===== src/rtl/bgdiv_pkg.sv =====
package bgdiv_pkg;

  localparam int unsigned REG_AW = 5;

  typedef enum logic [1:0] {
    DV_IDLE = 2'd0,
    DV_RUN  = 2'd1,
    DV_DONE = 2'd2
  } dv_state_e;

  typedef struct packed {
    logic              uses_rs1;
    logic              uses_rs2;
    logic              writes_rd;
    logic              is_div;
    logic              div_signed;
    logic              div_rem;
    logic [REG_AW-1:0] rs1;
    logic [REG_AW-1:0] rs2;
    logic [REG_AW-1:0] rd;
  } dec_info_t;

  // Field usage per base opcode; only these fields may create a hazard.
  function automatic dec_info_t decode_word(input logic [31:0] w);
    dec_info_t d;
    d            = '0;
    d.rs1        = w[19:15];
    d.rs2        = w[24:20];
    d.rd         = w[11:7];
    d.div_signed = ~w[12];
    d.div_rem    = w[13];
    unique case (w[6:0])
      7'b0110011: begin
        d.uses_rs1  = 1'b1;
        d.uses_rs2  = 1'b1;
        d.writes_rd = 1'b1;
        d.is_div    = (w[31:25] == 7'b0000001) && w[14];
      end
      7'b0010011, 7'b0000011, 7'b1100111: begin
        d.uses_rs1  = 1'b1;
        d.writes_rd = 1'b1;
      end
      7'b0100011, 7'b1100011: begin
        d.uses_rs1 = 1'b1;
        d.uses_rs2 = 1'b1;
      end
      7'b1101111, 7'b0110111, 7'b0010111: begin
        d.writes_rd = 1'b1;
      end
      default: ;
    endcase
    return d;
  endfunction

endpackage


===== src/rtl/bgdiv_hazard.sv =====
module bgdiv_hazard
  import bgdiv_pkg::*;
(
  input  logic              id_valid,
  input  logic [31:0]       id_instr,
  input  logic              div_busy,
  input  logic [REG_AW-1:0] pend_rd,
  output logic              stall,
  output logic              raw_hit,
  output logic              waw_hit,
  output logic              struct_hit,
  output logic              is_div,
  output logic              div_signed,
  output logic              div_rem,
  output logic [REG_AW-1:0] dst_rd
);

  dec_info_t dec;
  logic      pend_live;

  assign dec       = decode_word(id_instr);
  assign pend_live = div_busy && (pend_rd != '0);

  assign raw_hit    = pend_live &&
                      ((dec.uses_rs1 && (dec.rs1 == pend_rd)) ||
                       (dec.uses_rs2 && (dec.rs2 == pend_rd)));
  assign waw_hit    = pend_live && dec.writes_rd && (dec.rd == pend_rd);
  assign struct_hit = div_busy && dec.is_div;
  assign stall      = id_valid && (raw_hit || waw_hit || struct_hit);

  assign is_div     = dec.is_div;
  assign div_signed = dec.div_signed;
  assign div_rem    = dec.div_rem;
  assign dst_rd     = dec.rd;

endmodule


===== src/rtl/bgdiv_core.sv =====
module bgdiv_core
  import bgdiv_pkg::*;
#(
  parameter int XLEN = 32
) (
  input  logic              clk,
  input  logic              rst_n,
  input  logic              start,
  input  logic              op_signed,
  input  logic              op_rem,
  input  logic [XLEN-1:0]   op_a,
  input  logic [XLEN-1:0]   op_b,
  input  logic [REG_AW-1:0] dst,
  output logic              busy,
  output logic              done,
  output logic [REG_AW-1:0] pend_rd,
  output logic [XLEN-1:0]   result
);

  localparam int CW = $clog2(XLEN + 1);
  localparam logic [CW-1:0] LAST_STEP = CW'(XLEN - 1);

  function automatic logic [XLEN-1:0] twos(input logic [XLEN-1:0] v);
    return ~v + 1'b1;
  endfunction

  function automatic logic [XLEN-1:0] mag(input logic [XLEN-1:0] v, input logic sgn);
    return (sgn && v[XLEN-1]) ? twos(v) : v;
  endfunction

  // One restoring step: {quotient bit, new partial remainder}.
  function automatic logic [XLEN:0] trial_step(input logic [XLEN-1:0] part,
                                               input logic            inbit,
                                               input logic [XLEN-1:0] dv);
    logic [XLEN:0] t;
    t = {part, inbit};
    if (t >= {1'b0, dv}) return {1'b1, XLEN'(t - {1'b0, dv})};
    return {1'b0, t[XLEN-1:0]};
  endfunction

  function automatic logic [XLEN-1:0] finish(input logic [XLEN-1:0] q,
                                             input logic [XLEN-1:0] r,
                                             input logic            nq,
                                             input logic            nr,
                                             input logic            sel_rem);
    if (sel_rem) return nr ? twos(r) : r;
    return nq ? twos(q) : q;
  endfunction

  dv_state_e         state;
  logic [CW-1:0]     cnt;
  logic [XLEN-1:0]   dvd;
  logic [XLEN-1:0]   dvs;
  logic [XLEN-1:0]   part;
  logic [XLEN-1:0]   quo;
  logic              neg_q;
  logic              neg_r;
  logic              want_rem;
  logic [REG_AW-1:0] rd_q;

  logic [XLEN:0]     step_w;
  logic              step_bit;
  logic [XLEN-1:0]   step_part;

  assign step_w    = trial_step(part, dvd[XLEN-1], dvs);
  assign step_bit  = step_w[XLEN];
  assign step_part = step_w[XLEN-1:0];

  always_ff @(posedge clk or negedge rst_n) begin
    if (!rst_n) begin
      state    <= DV_IDLE;
      cnt      <= '0;
      dvd      <= '0;
      dvs      <= '0;
      part     <= '0;
      quo      <= '0;
      neg_q    <= 1'b0;
      neg_r    <= 1'b0;
      want_rem <= 1'b0;
      rd_q     <= '0;
    end else begin
      unique case (state)
        DV_IDLE: begin
          if (start) begin
            dvd      <= mag(op_a, op_signed);
            dvs      <= mag(op_b, op_signed);
            part     <= '0;
            quo      <= '0;
            cnt      <= '0;
            neg_q    <= op_signed && (op_a[XLEN-1] ^ op_b[XLEN-1]) && (|op_b);
            neg_r    <= op_signed && op_a[XLEN-1];
            want_rem <= op_rem;
            rd_q     <= dst;
            state    <= DV_RUN;
          end
        end
        DV_RUN: begin
          part <= step_part;
          quo  <= {quo[XLEN-2:0], step_bit};
          dvd  <= {dvd[XLEN-2:0], 1'b0};
          cnt  <= cnt + 1'b1;
          if (cnt == LAST_STEP) state <= DV_DONE;
        end
        default: state <= DV_IDLE;
      endcase
    end
  end

  assign busy    = (state != DV_IDLE);
  assign done    = (state == DV_DONE);
  assign pend_rd = rd_q;
  assign result  = finish(quo, part, neg_q, neg_r, want_rem);

endmodule


===== src/rtl/bgdiv_wrport.sv =====
module bgdiv_wrport
  import bgdiv_pkg::*;
#(
  parameter int XLEN = 32
) (
  input  logic              div_done,
  input  logic [REG_AW-1:0] div_rd,
  input  logic [XLEN-1:0]   div_res,
  input  logic              ex_wr_en,
  input  logic [REG_AW-1:0] ex_wr_addr,
  input  logic [XLEN-1:0]   ex_wr_data,
  output logic              div_take,
  output logic              ex_hold,
  output logic              rf_we,
  output logic [REG_AW-1:0] rf_waddr,
  output logic [XLEN-1:0]   rf_wdata
);

  assign div_take = div_done && (div_rd != '0);
  assign ex_hold  = div_take && ex_wr_en;
  assign rf_we    = div_take || ex_wr_en;

  always_comb begin
    if (div_take) begin
      rf_waddr = div_rd;
      rf_wdata = div_res;
    end else begin
      rf_waddr = ex_wr_addr;
      rf_wdata = ex_wr_data;
    end
  end

endmodule


===== src/rtl/bgdiv_unit.sv =====
module bgdiv_unit
  import bgdiv_pkg::*;
#(
  parameter int XLEN = 32
) (
  input  logic              clk,
  input  logic              rst_n,
  input  logic              id_valid,
  input  logic [31:0]       id_instr,
  input  logic [XLEN-1:0]   id_op_a,
  input  logic [XLEN-1:0]   id_op_b,
  output logic              id_stall,
  input  logic              ex_wr_en,
  input  logic [REG_AW-1:0] ex_wr_addr,
  input  logic [XLEN-1:0]   ex_wr_data,
  output logic              ex_hold,
  output logic              rf_we,
  output logic [REG_AW-1:0] rf_waddr,
  output logic [XLEN-1:0]   rf_wdata,
  output logic              div_busy,
  output logic [REG_AW-1:0] div_pend_rd
);

  logic              raw_hit;
  logic              waw_hit;
  logic              struct_hit;
  logic              dec_is_div;
  logic              dec_signed;
  logic              dec_rem;
  logic [REG_AW-1:0] dec_rd;
  logic              div_start;
  logic              div_done;
  logic              div_take;
  logic [XLEN-1:0]   div_res;

  bgdiv_hazard u_hazard (
    .id_valid   (id_valid),
    .id_instr   (id_instr),
    .div_busy   (div_busy),
    .pend_rd    (div_pend_rd),
    .stall      (id_stall),
    .raw_hit    (raw_hit),
    .waw_hit    (waw_hit),
    .struct_hit (struct_hit),
    .is_div     (dec_is_div),
    .div_signed (dec_signed),
    .div_rem    (dec_rem),
    .dst_rd     (dec_rd)
  );

  assign div_start = id_valid && dec_is_div && !id_stall;

  bgdiv_core #(.XLEN(XLEN)) u_core (
    .clk       (clk),
    .rst_n     (rst_n),
    .start     (div_start),
    .op_signed (dec_signed),
    .op_rem    (dec_rem),
    .op_a      (id_op_a),
    .op_b      (id_op_b),
    .dst       (dec_rd),
    .busy      (div_busy),
    .done      (div_done),
    .pend_rd   (div_pend_rd),
    .result    (div_res)
  );

  bgdiv_wrport #(.XLEN(XLEN)) u_wrport (
    .div_done   (div_done),
    .div_rd     (div_pend_rd),
    .div_res    (div_res),
    .ex_wr_en   (ex_wr_en),
    .ex_wr_addr (ex_wr_addr),
    .ex_wr_data (ex_wr_data),
    .div_take   (div_take),
    .ex_hold    (ex_hold),
    .rf_we      (rf_we),
    .rf_waddr   (rf_waddr),
    .rf_wdata   (rf_wdata)
  );

endmodule


===== config.mk =====
export PLATFORM = sky130hd
export DESIGN_NAME = bgdiv_unit
export DESIGN_NICKNAME = d
export VERILOG_FILES = /design/src/rtl/bgdiv_pkg.sv /design/src/rtl/bgdiv_hazard.sv /design/src/rtl/bgdiv_core.sv /design/src/rtl/bgdiv_wrport.sv /design/src/rtl/bgdiv_unit.sv
export SDC_FILE = /design/constraint.sdc
export NUM_CORES = 1
export LEC_CHECK = 0
export ABC_AREA = 1
export BUFFER_PORTS_ARGS = -buffer_cell sky130_fd_sc_hd__buf_4
export CORE_ASPECT_RATIO = 1.25
export CORE_MARGIN = 2
export CORE_UTILIZATION = 60
export CTS_BUF_LIST = sky130_fd_sc_hd__clkbuf_8
export DETAILED_ROUTE_END_ITERATION = 12
export PLACE_DENSITY = 0.89
export SLEW_MARGIN = 0
export SYNTH_ARGS = -nofsm -noshare
export SYNTH_HDL_FRONTEND = slang
export SYNTH_SLANG_ARGS = --single-unit

===== constraint.sdc =====
create_clock -name clk -period 5.9 [get_ports clk]
set_input_delay 0.295 -clock clk [delete_from_list [all_inputs] [get_ports clk]]
set_output_delay 0.295 -clock clk [all_outputs]
set_load 0.005 [all_outputs]

==> results of run 1 <==
[layer usage]
layer | GRT usage | up-vias | routed length [microns]
met5 | 0 | - | 0
met4 | 0.207 | 0 | 2350
met3 | 0.0756 | 160 | 3630
met2 | 0.641 | 772 | 21200
met1 | 0.468 | 7053 | 17400
li1 | - | 7413 | -
[logic make-up after synthesis]
logic type               share of synthesized area
AO/OA/AOI/OAI                                0.103
AND/OR/NAND/NOR                              0.430
adder cells (fa/ha/maj)                     0.0366
flip-flops                                   0.273
XOR/XNOR                                    0.0325
multiplexers                               0.00607
buffers and inverters                        0.119
[worst min-delay path: stages]
cell and delay, ns:
buf_4 0.08, nand2_1 0.04, o21ai_0 0.07
[power groups by stage]
stage | clock (mW) | sequential, mW | combinational, mW
after CTS | 0.835 | 0.988 | 0.246
final | 0.836 | 0.988 | 0.247
after global routing | 0.874 | 0.988 | 0.274
after floorplan | 0 | 1.01 | 0.0963
after detailed placement | 0 | 1.01 | 0.245
after global placement | 0 | 1.01 | 0.238
[repair_timing]
| action | CTS | global route |
|---|---|---|
| endpoints found under the setup margin | 0 | 0 |
| hold endpoints to repair | 68 | 0 |
| hold buffers | 1 | 0 |
| gates resized for setup | 0 | 0 |
[final cells by class]
cell class | count | share of cell area
sequential | 144 | 0.239
multi-input combinational | 1697 | 0.533
timing repair buffer | 191 | 0.0957
tap | 279 | 0.0232
clock buffer | 17 | 0.0155
clock inverter | 15 | 0.0112
inverter | 329 | 0.0820
[flip-flops by register name (all words and copies together), names as in the netlist]
register,cells
u_core.part,32
u_core.pend_rd,5
u_core.neg_r,1
u_core.cnt,6
u_core.want_rem,1
u_core.state,2
u_core.quo,32
u_core.dvd,32
u_core.neg_q,1
u_core.dvs,32
[cells in the mapped netlist, types with 2 or more instances]
library cell,count,share of area
nand2_1,773,0.22
inv_1,322,0.092
nand3_1,274,0.10
nor2_1,218,0.062
dfrtp_1,144,0.27
o21ai_0,116,0.044
a21oi_1,51,0.019
clkbuf_1,37,0.011
ha_1,37,0.035
o22ai_1,35,0.017
nor3_1,30,0.011
xor2_1,27,0.018
nand4_1,25,0.012
xnor2_1,22,0.015
a31oi_1,16,0.0076
buf_2,14,0.0053
o211ai_1,11,0.0063
or2_2,10,0.0047
buf_1,9,0.0026
mux2i_1,8,0.0061
nand3b_1,8,0.0046
and2_1,6,0.0028
buf_4,6,0.0034
inv_2,6,0.0017
o21bai_1,5,0.0028
buf_6,4,0.0034
nor4_1,4,0.0019
nand2_2,3,0.0014
o31ai_1,3,0.0017
a211oi_1,2,0.0011
a22oi_1,2,0.0011
nor2_2,2,0.00095
[final timing paths]
| kind | to | slack [ns] | cells past startpoint |
|---|---|---|---|
| setup / recovery | rf_wdata[18] | 2.52 | 11 |
| hold / removal | u_core.want_rem | 0.03 | 3 |
| setup reg to reg | u_core.part[20] | 2.69 | 12 |
| hold reg to reg | u_core.dvd[11] | 0.49 | 2 |
| max in group asynchronous | u_core.state[0] | 4.08 | 3 |
| min in group asynchronous | u_core.dvs[4] | 0.34 | 2 |
[per-stage QoR]
stage	instances	instance area [sq um]	setup slack [ns]	hold slack, ns
finish	2672	15100	2.52	0.0346
global route	2672	15100	2.33	0.0570
CTS	2672	15100	2.61	0.0184
detailed placement	2639	14600	2.78	0.339
global placement	2639	14600	2.83	0.326
floorplan	2240	13200	3.87	-0.000591
==> metrics, run 1 <==
outcome completed; critical path endpoint category primary output; Final Skew 0.0188 ns; Setup Viol. Count Final 0; core footprint 21500 sq um; Seq cells post-synth 144; footprint of the multi-input gates 8020 sq um; vias per inst 5.76; pin count of the biggest net entering global routing 77; Worst Setup Start Kind register; share of async-settable or async-resettable flops after synthesis 1.00; CTS root buf clkbuf_8; Primary FF master, synth dfrtp_1; Synth Area per Inst 5.89 sq um; die area 23200 sq um; pwr dens 138 nW/um^2; Least-Margin Pin Slew 1.14 ns; Util after Layout 0.699; die width 137 microns; Total GRT Usage 0.386; FF+latch area 3600 sq um; number of global-route vias before repair 14.5k; commonest cells after routing, fill and taps aside nand2_1 (773), inv_1 (322), nand3_1 (274), nor2_1 (217), buf_4 (189); worst skew pair latency 0.49 ns; reg2reg start u_core.part[19]; final hold violations 0; first-pass GRT wire length 70.8 mm; sequential share of the synthesized area 0.273; post-layout minimum cycle time 3.38 ns; sw frac 0.295; crit path buf inv count 2; Antenna Cells 0; CTS clk-pin slew, worst paths 0.09 ns; worst setup path startpoint u_core.quo[0]; initial core utilization 0.612; I/O pin count 183; total net switching power 0.611 mW; setup TNS 0 ns; CTS tree done; Post-synth EDFFs 0; fmax 296 MHz; CTS Buf Count 17; Overflow after GRT 0; crit path cell chain inv_1, ha_1, nand3_1, nor2_1, nand3_1, nand2_1, nand2_1, nand2_1, nand3_1, a31oi_1, buf_4; fin. max-slew vios 0; CP max stage cell nor2_1; CP top delay family simple AND/OR/NAND/NOR gates; DR WL/cell 16.7 microns; headroom to the max-slew limit 0.242; Hold Startpoint id_instr[13]; total power draw 2.07 mW; Initial DRC Count 1408; Syn Inst Count 2240; Comb power frac 0.119; Final nets 2555; DR vias 15.4k; Critical Path Fanout Max 11; CTS sink cnt 144; synthesized area 13200 sq um; Crit path largest cell delay 0.43 ns; Filler cells 1973; Distinct cells, synth 42; part of the cycle the worst path needs 0.573; crit path DAT 3.09 ns; CTS H-tree lvls 4; Rows 60; P_leak 8.09 nW; sequential share of power 0.477; Worst EP required 5.61 ns; wirelength, routed 44.5 mm; post-DP HPWL 34.3 mm; Peak VDD IR 0.000131 V; Residual DRC 0; max_cap viols 0; Setup Fix Bufs, Post-CTS 0; crit path kind reg2out; syn nets 2415; Hold Crit Class in2reg; share of layout cells above drive strength 1 0.104; clock buffer depth 2; most common cell after layout, fill and taps aside nand2_1; count of buffers from port buffering 182; detailed-router iteration count before antenna repair 7; GP Congestion 0.983; antenna violations before repair 1; die height 170 microns; Final ANT Viol Nets 0; Area Overhead vs Synth 14.2%; Clock Power Share 0.404; Internal Pwr Total 1.46 mW; RSZ-0062 raised after global routing false; Ys Warns 0
(Power assumes the default switching activity.)
==> run 2, diff against run 1 <==
--- a/config.mk
+++ b/config.mk
@@ -5,14 +5,14 @@
 export SDC_FILE = /design/constraint.sdc
 export NUM_CORES = 1
 export LEC_CHECK = 0
-export ABC_AREA = 1
+export ABC_AREA = 0
 export BUFFER_PORTS_ARGS = -buffer_cell sky130_fd_sc_hd__buf_4
 export CORE_ASPECT_RATIO = 1.25
 export CORE_MARGIN = 2
-export CORE_UTILIZATION = 60
+export CORE_UTILIZATION = 54
 export CTS_BUF_LIST = sky130_fd_sc_hd__clkbuf_8
 export DETAILED_ROUTE_END_ITERATION = 12
-export PLACE_DENSITY = 0.89
+export PLACE_DENSITY = 0.86
 export SLEW_MARGIN = 0
 export SYNTH_ARGS = -nofsm -noshare
 export SYNTH_HDL_FRONTEND = slang
==> constraint.sdc (replaced) <==
create_clock -name clk -period 3.1 [get_ports clk]
set_input_delay 0.155 -clock clk [delete_from_list [all_inputs] [get_ports clk]]
set_output_delay 0.155 -clock clk [all_outputs]
set_load 0.005 [all_outputs]
==> run 2 against run 1 <==
Largest cell class unchanged. Critical path depth is 1 higher. Total power is 93% higher. Clock power is 99% higher. Synthesized area decreased by 15%. Combinational power up 83%. Highest routed layer unchanged. The flow now finishes with violations (negative setup slack). Final cell count down 27%. Sequential share of layout area is 1.6 points higher. Critical path type unchanged. Synthesized cell count is 35% lower.
==> metrics, run 2 <==
CP top delay family simple AND/OR/NAND/NOR gates; Initial DRC Count 1069 (-24%); Primary FF master, synth dfrtp_1; Peak VDD IR 0.000266 V (+100%); Worst Setup Start Kind register; commonest cells after routing, fill and taps aside nand2_1 (242), buf_4 (239), o21ai_0 (151), dfrtp_1 (136), nand3_1 (115); final setup margin -0.0974 ns (-2.62 ns); Final nets 1827 (-28%); CTS sink cnt 144 (unchanged); CTS Buf Count 17 (unchanged); top cells by count, synth nand2_1 (242), o21ai_0 (164), dfrtp_1 (144); share of layout cells above drive strength 1 0.210 (+0.106); headroom to the max-slew limit 0.125 (-0.116); placed insts 1862 (-29%); RSZ-0062 raised after global routing true; die height 165 microns (-2.5%); I/O pin count 183 (unchanged); Hold Crit Class in2reg; Distinct cells, synth 69 (+64%); most frequent CP cell buf_4; leading cell type by number of instances after synthesis nand2_1; antenna violations before repair 0 (-1); CTS tree done; Hold WS 0.0116 ns (-0.0229 ns); setup TNS -0.187 ns (-0.187 ns); CTS clk-pin slew, worst paths 0.08 ns (about the same); critical path endpoint category primary output; count of buffers from port buffering 182 (unchanged); crit path buf inv count 3 (+1); Synth Area per Inst 7.73 sq um (+31%); DR vias 11.7k (-24%); Synth area leaders dfrtp_1 (32%), nand2_1 (8.1%), o21ai_0 (7.3%); Overflow after GRT 0 (unchanged); number of global-route vias before repair 10.6k (-27%); wirelength, routed 31.9 mm (-28%); DR WL/cell 16.4 microns (-1.5%); sequential share of the synthesized area 0.320 (+0.0468); Ys Warns 0 (unchanged); pwr dens 282 nW/um^2 (+110%); Critical Path Fanout Max 5 (-6); Total GRT Usage 0.278 (-0.108); Worst EP required 2.94 ns (-2.67 ns); Crit path largest cell delay 0.45 ns (+0.02 ns); die width 133 microns (-2.5%); fmax 313 MHz; syn nets 1631 (-32%); crit path DAT 3.04 ns (-0.05 ns); fin. max-slew vios 0 (unchanged); Syn Inst Count 1456 (-35%); Rows 59 (-1.7%); most common cell after layout, fill and taps aside nand2_1; Least-Margin Pin Slew 1.31 ns (+0.176 ns); final hold violations 0 (unchanged); clock buffer depth 2 (unchanged); Residual DRC 0 (unchanged); max_cap viols 0 (unchanged); vias per inst 6.02 (+4.4%); Post-synth EDFFs 0 (unchanged); Area Overhead vs Synth 25.7%; failing checks negative setup slack; Setup Viol. Count Final 3 (+3); Synth top area share 0.320 (+0.0468); Final ANT Viol Nets 0 (unchanged); CTS root buf clkbuf_8; Seq cells post-synth 144 (unchanged); Antenna Cells 0 (unchanged); post-layout minimum cycle time 3.20 ns; post-DP HPWL 22.6 mm (-34%); crit path cell chain inv_1, ha_4, nand2b_4, nand4b_1, nor2_4, nand4_1, buf_4, o21ai_2, xnor2_1, nand3_1, o211ai_1, buf_4; worst skew pair latency 0.46 ns (-0.03 ns); Final Skew 0.0151 ns (-0.00372 ns); synthesized area 11300 sq um (-15%); detailed-router iteration count before antenna repair 7 (unchanged); share of async-settable or async-resettable flops after synthesis 1.00 (unchanged); outcome finished with violations; die area 22000 sq um (-5.0%); P_leak 6.40 nW (-21%); core footprint 20700 sq um (-4.1%); part of the cycle the worst path needs 1.03; CTS H-tree lvls 4 (unchanged); Synth area leader dfrtp_1; crit path kind reg2out; initial core utilization 0.545 (-0.0673); pin count of the biggest net entering global routing 96 (+25%); Cell Count, Final, Fillers Out 1939 (-27%); first-pass GRT wire length 50.6 mm (-29%); CP max stage cell dfrtp_2; GP Congestion 0.977 (-0.58%)
-- run 2: cell types whose count changed after synthesis, moves of 28 or more --
cell      previous run  this run
clkbuf_1            37        74
xor2_1              27        78
nand3_1            274       117
o21ai_0            116       164
o31ai_1              3        31
xnor2_1             22        82
o22ai_1             35         0
nor2_1             218        65
nand2_1            773       242
inv_1              322        59
-- run 2: repair_timing --
action	CTS	global route
endpoints found under the setup margin	13	37
pin swaps	6	18
hold buffers	22	0
gates resized for setup	17	56
buffers inserted	10	13
gates cloned	0	0
hold endpoints to repair	94	0
-- run 2: logic make-up after synthesis --
logic type      after synthesis  share of synthesized area
simple gates                565                      0.235
compound gates              386                      0.215
xor+xnor                    160                      0.124
buf+inv                     152                     0.0520
flops                       144                      0.320
fa+ha+maj                    38                     0.0429
mux                          11                     0.0104
-- run 2: routing by layer --
layer,global-route usage,part of all wire,up-vias
li1,-,-,5568
met1,0.355,0.41,5514
met2,0.481,0.50,501
met3,0.0455,0.065,81
met4,0.0996,0.030,0
met5,0,0,-
-- run 2: power breakdown --
group / internal (mW) / total [mW] / leakage [nW] / switching [mW]
Sequential: 1.88 / 1.88 / 1.83 / 0.00228
Combinational: 0.246 / 0.453 / 4.34 / 0.207
Clock: 0.889 / 1.66 / 0.221 / 0.772
Total: 3.01 / 3.99 / 6.40 / 0.982
-- run 2: stage by stage --
stage	cell area, sq um	util	setup slack (ns)	total power [mW]
after floorplan	11300	-	0.368	2.07
after global placement	13000	0.631	0.266	2.34
after detailed placement	13000	0.631	0.175	2.35
after CTS	13800	0.669	-0.0511	4.01
after global routing	14200	0.685	-0.206	4.14
final	14200	0.685	-0.0974	4.00
-- run 2: path summary, 6_finish.rpt --
check                           startpoint  depth (start not counted)         endpoint  slack (ns)
min                            id_op_b[30]                          3   u_core.dvs[30]        0.01
min in group asynchronous            rst_n                          2   u_core.dvd[17]        0.29
max reg2reg                u_core.part[10]                         11  u_core.part[27]        0.10
max in group asynchronous            rst_n                          3   u_core.part[1]        2.04
max                         u_core.part[1]                         12     rf_wdata[26]        -0.1
min reg2reg                  u_core.dvs[5]                          2    u_core.dvs[5]        0.48
-- run 2: worst min-delay path, stage by stage --
cell and delay [ns]:
buf_4 0.10, xor2_1 0.05, o21ai_0 0.12
-- run 2: area by class of cell --
| type | instances | area (sq um) |
|---|---|---|
| multi-input cells | 1160 | 7370 |
| inverters | 59 | 221 |
| well taps | 274 | 343 |
| fillers | 1635 | 6520 |
| clock buffers | 17 | 234 |
| flip-flops and latches | 144 | 3610 |
| clock inverters | 15 | 208 |
| repair buffers | 270 | 2160 |
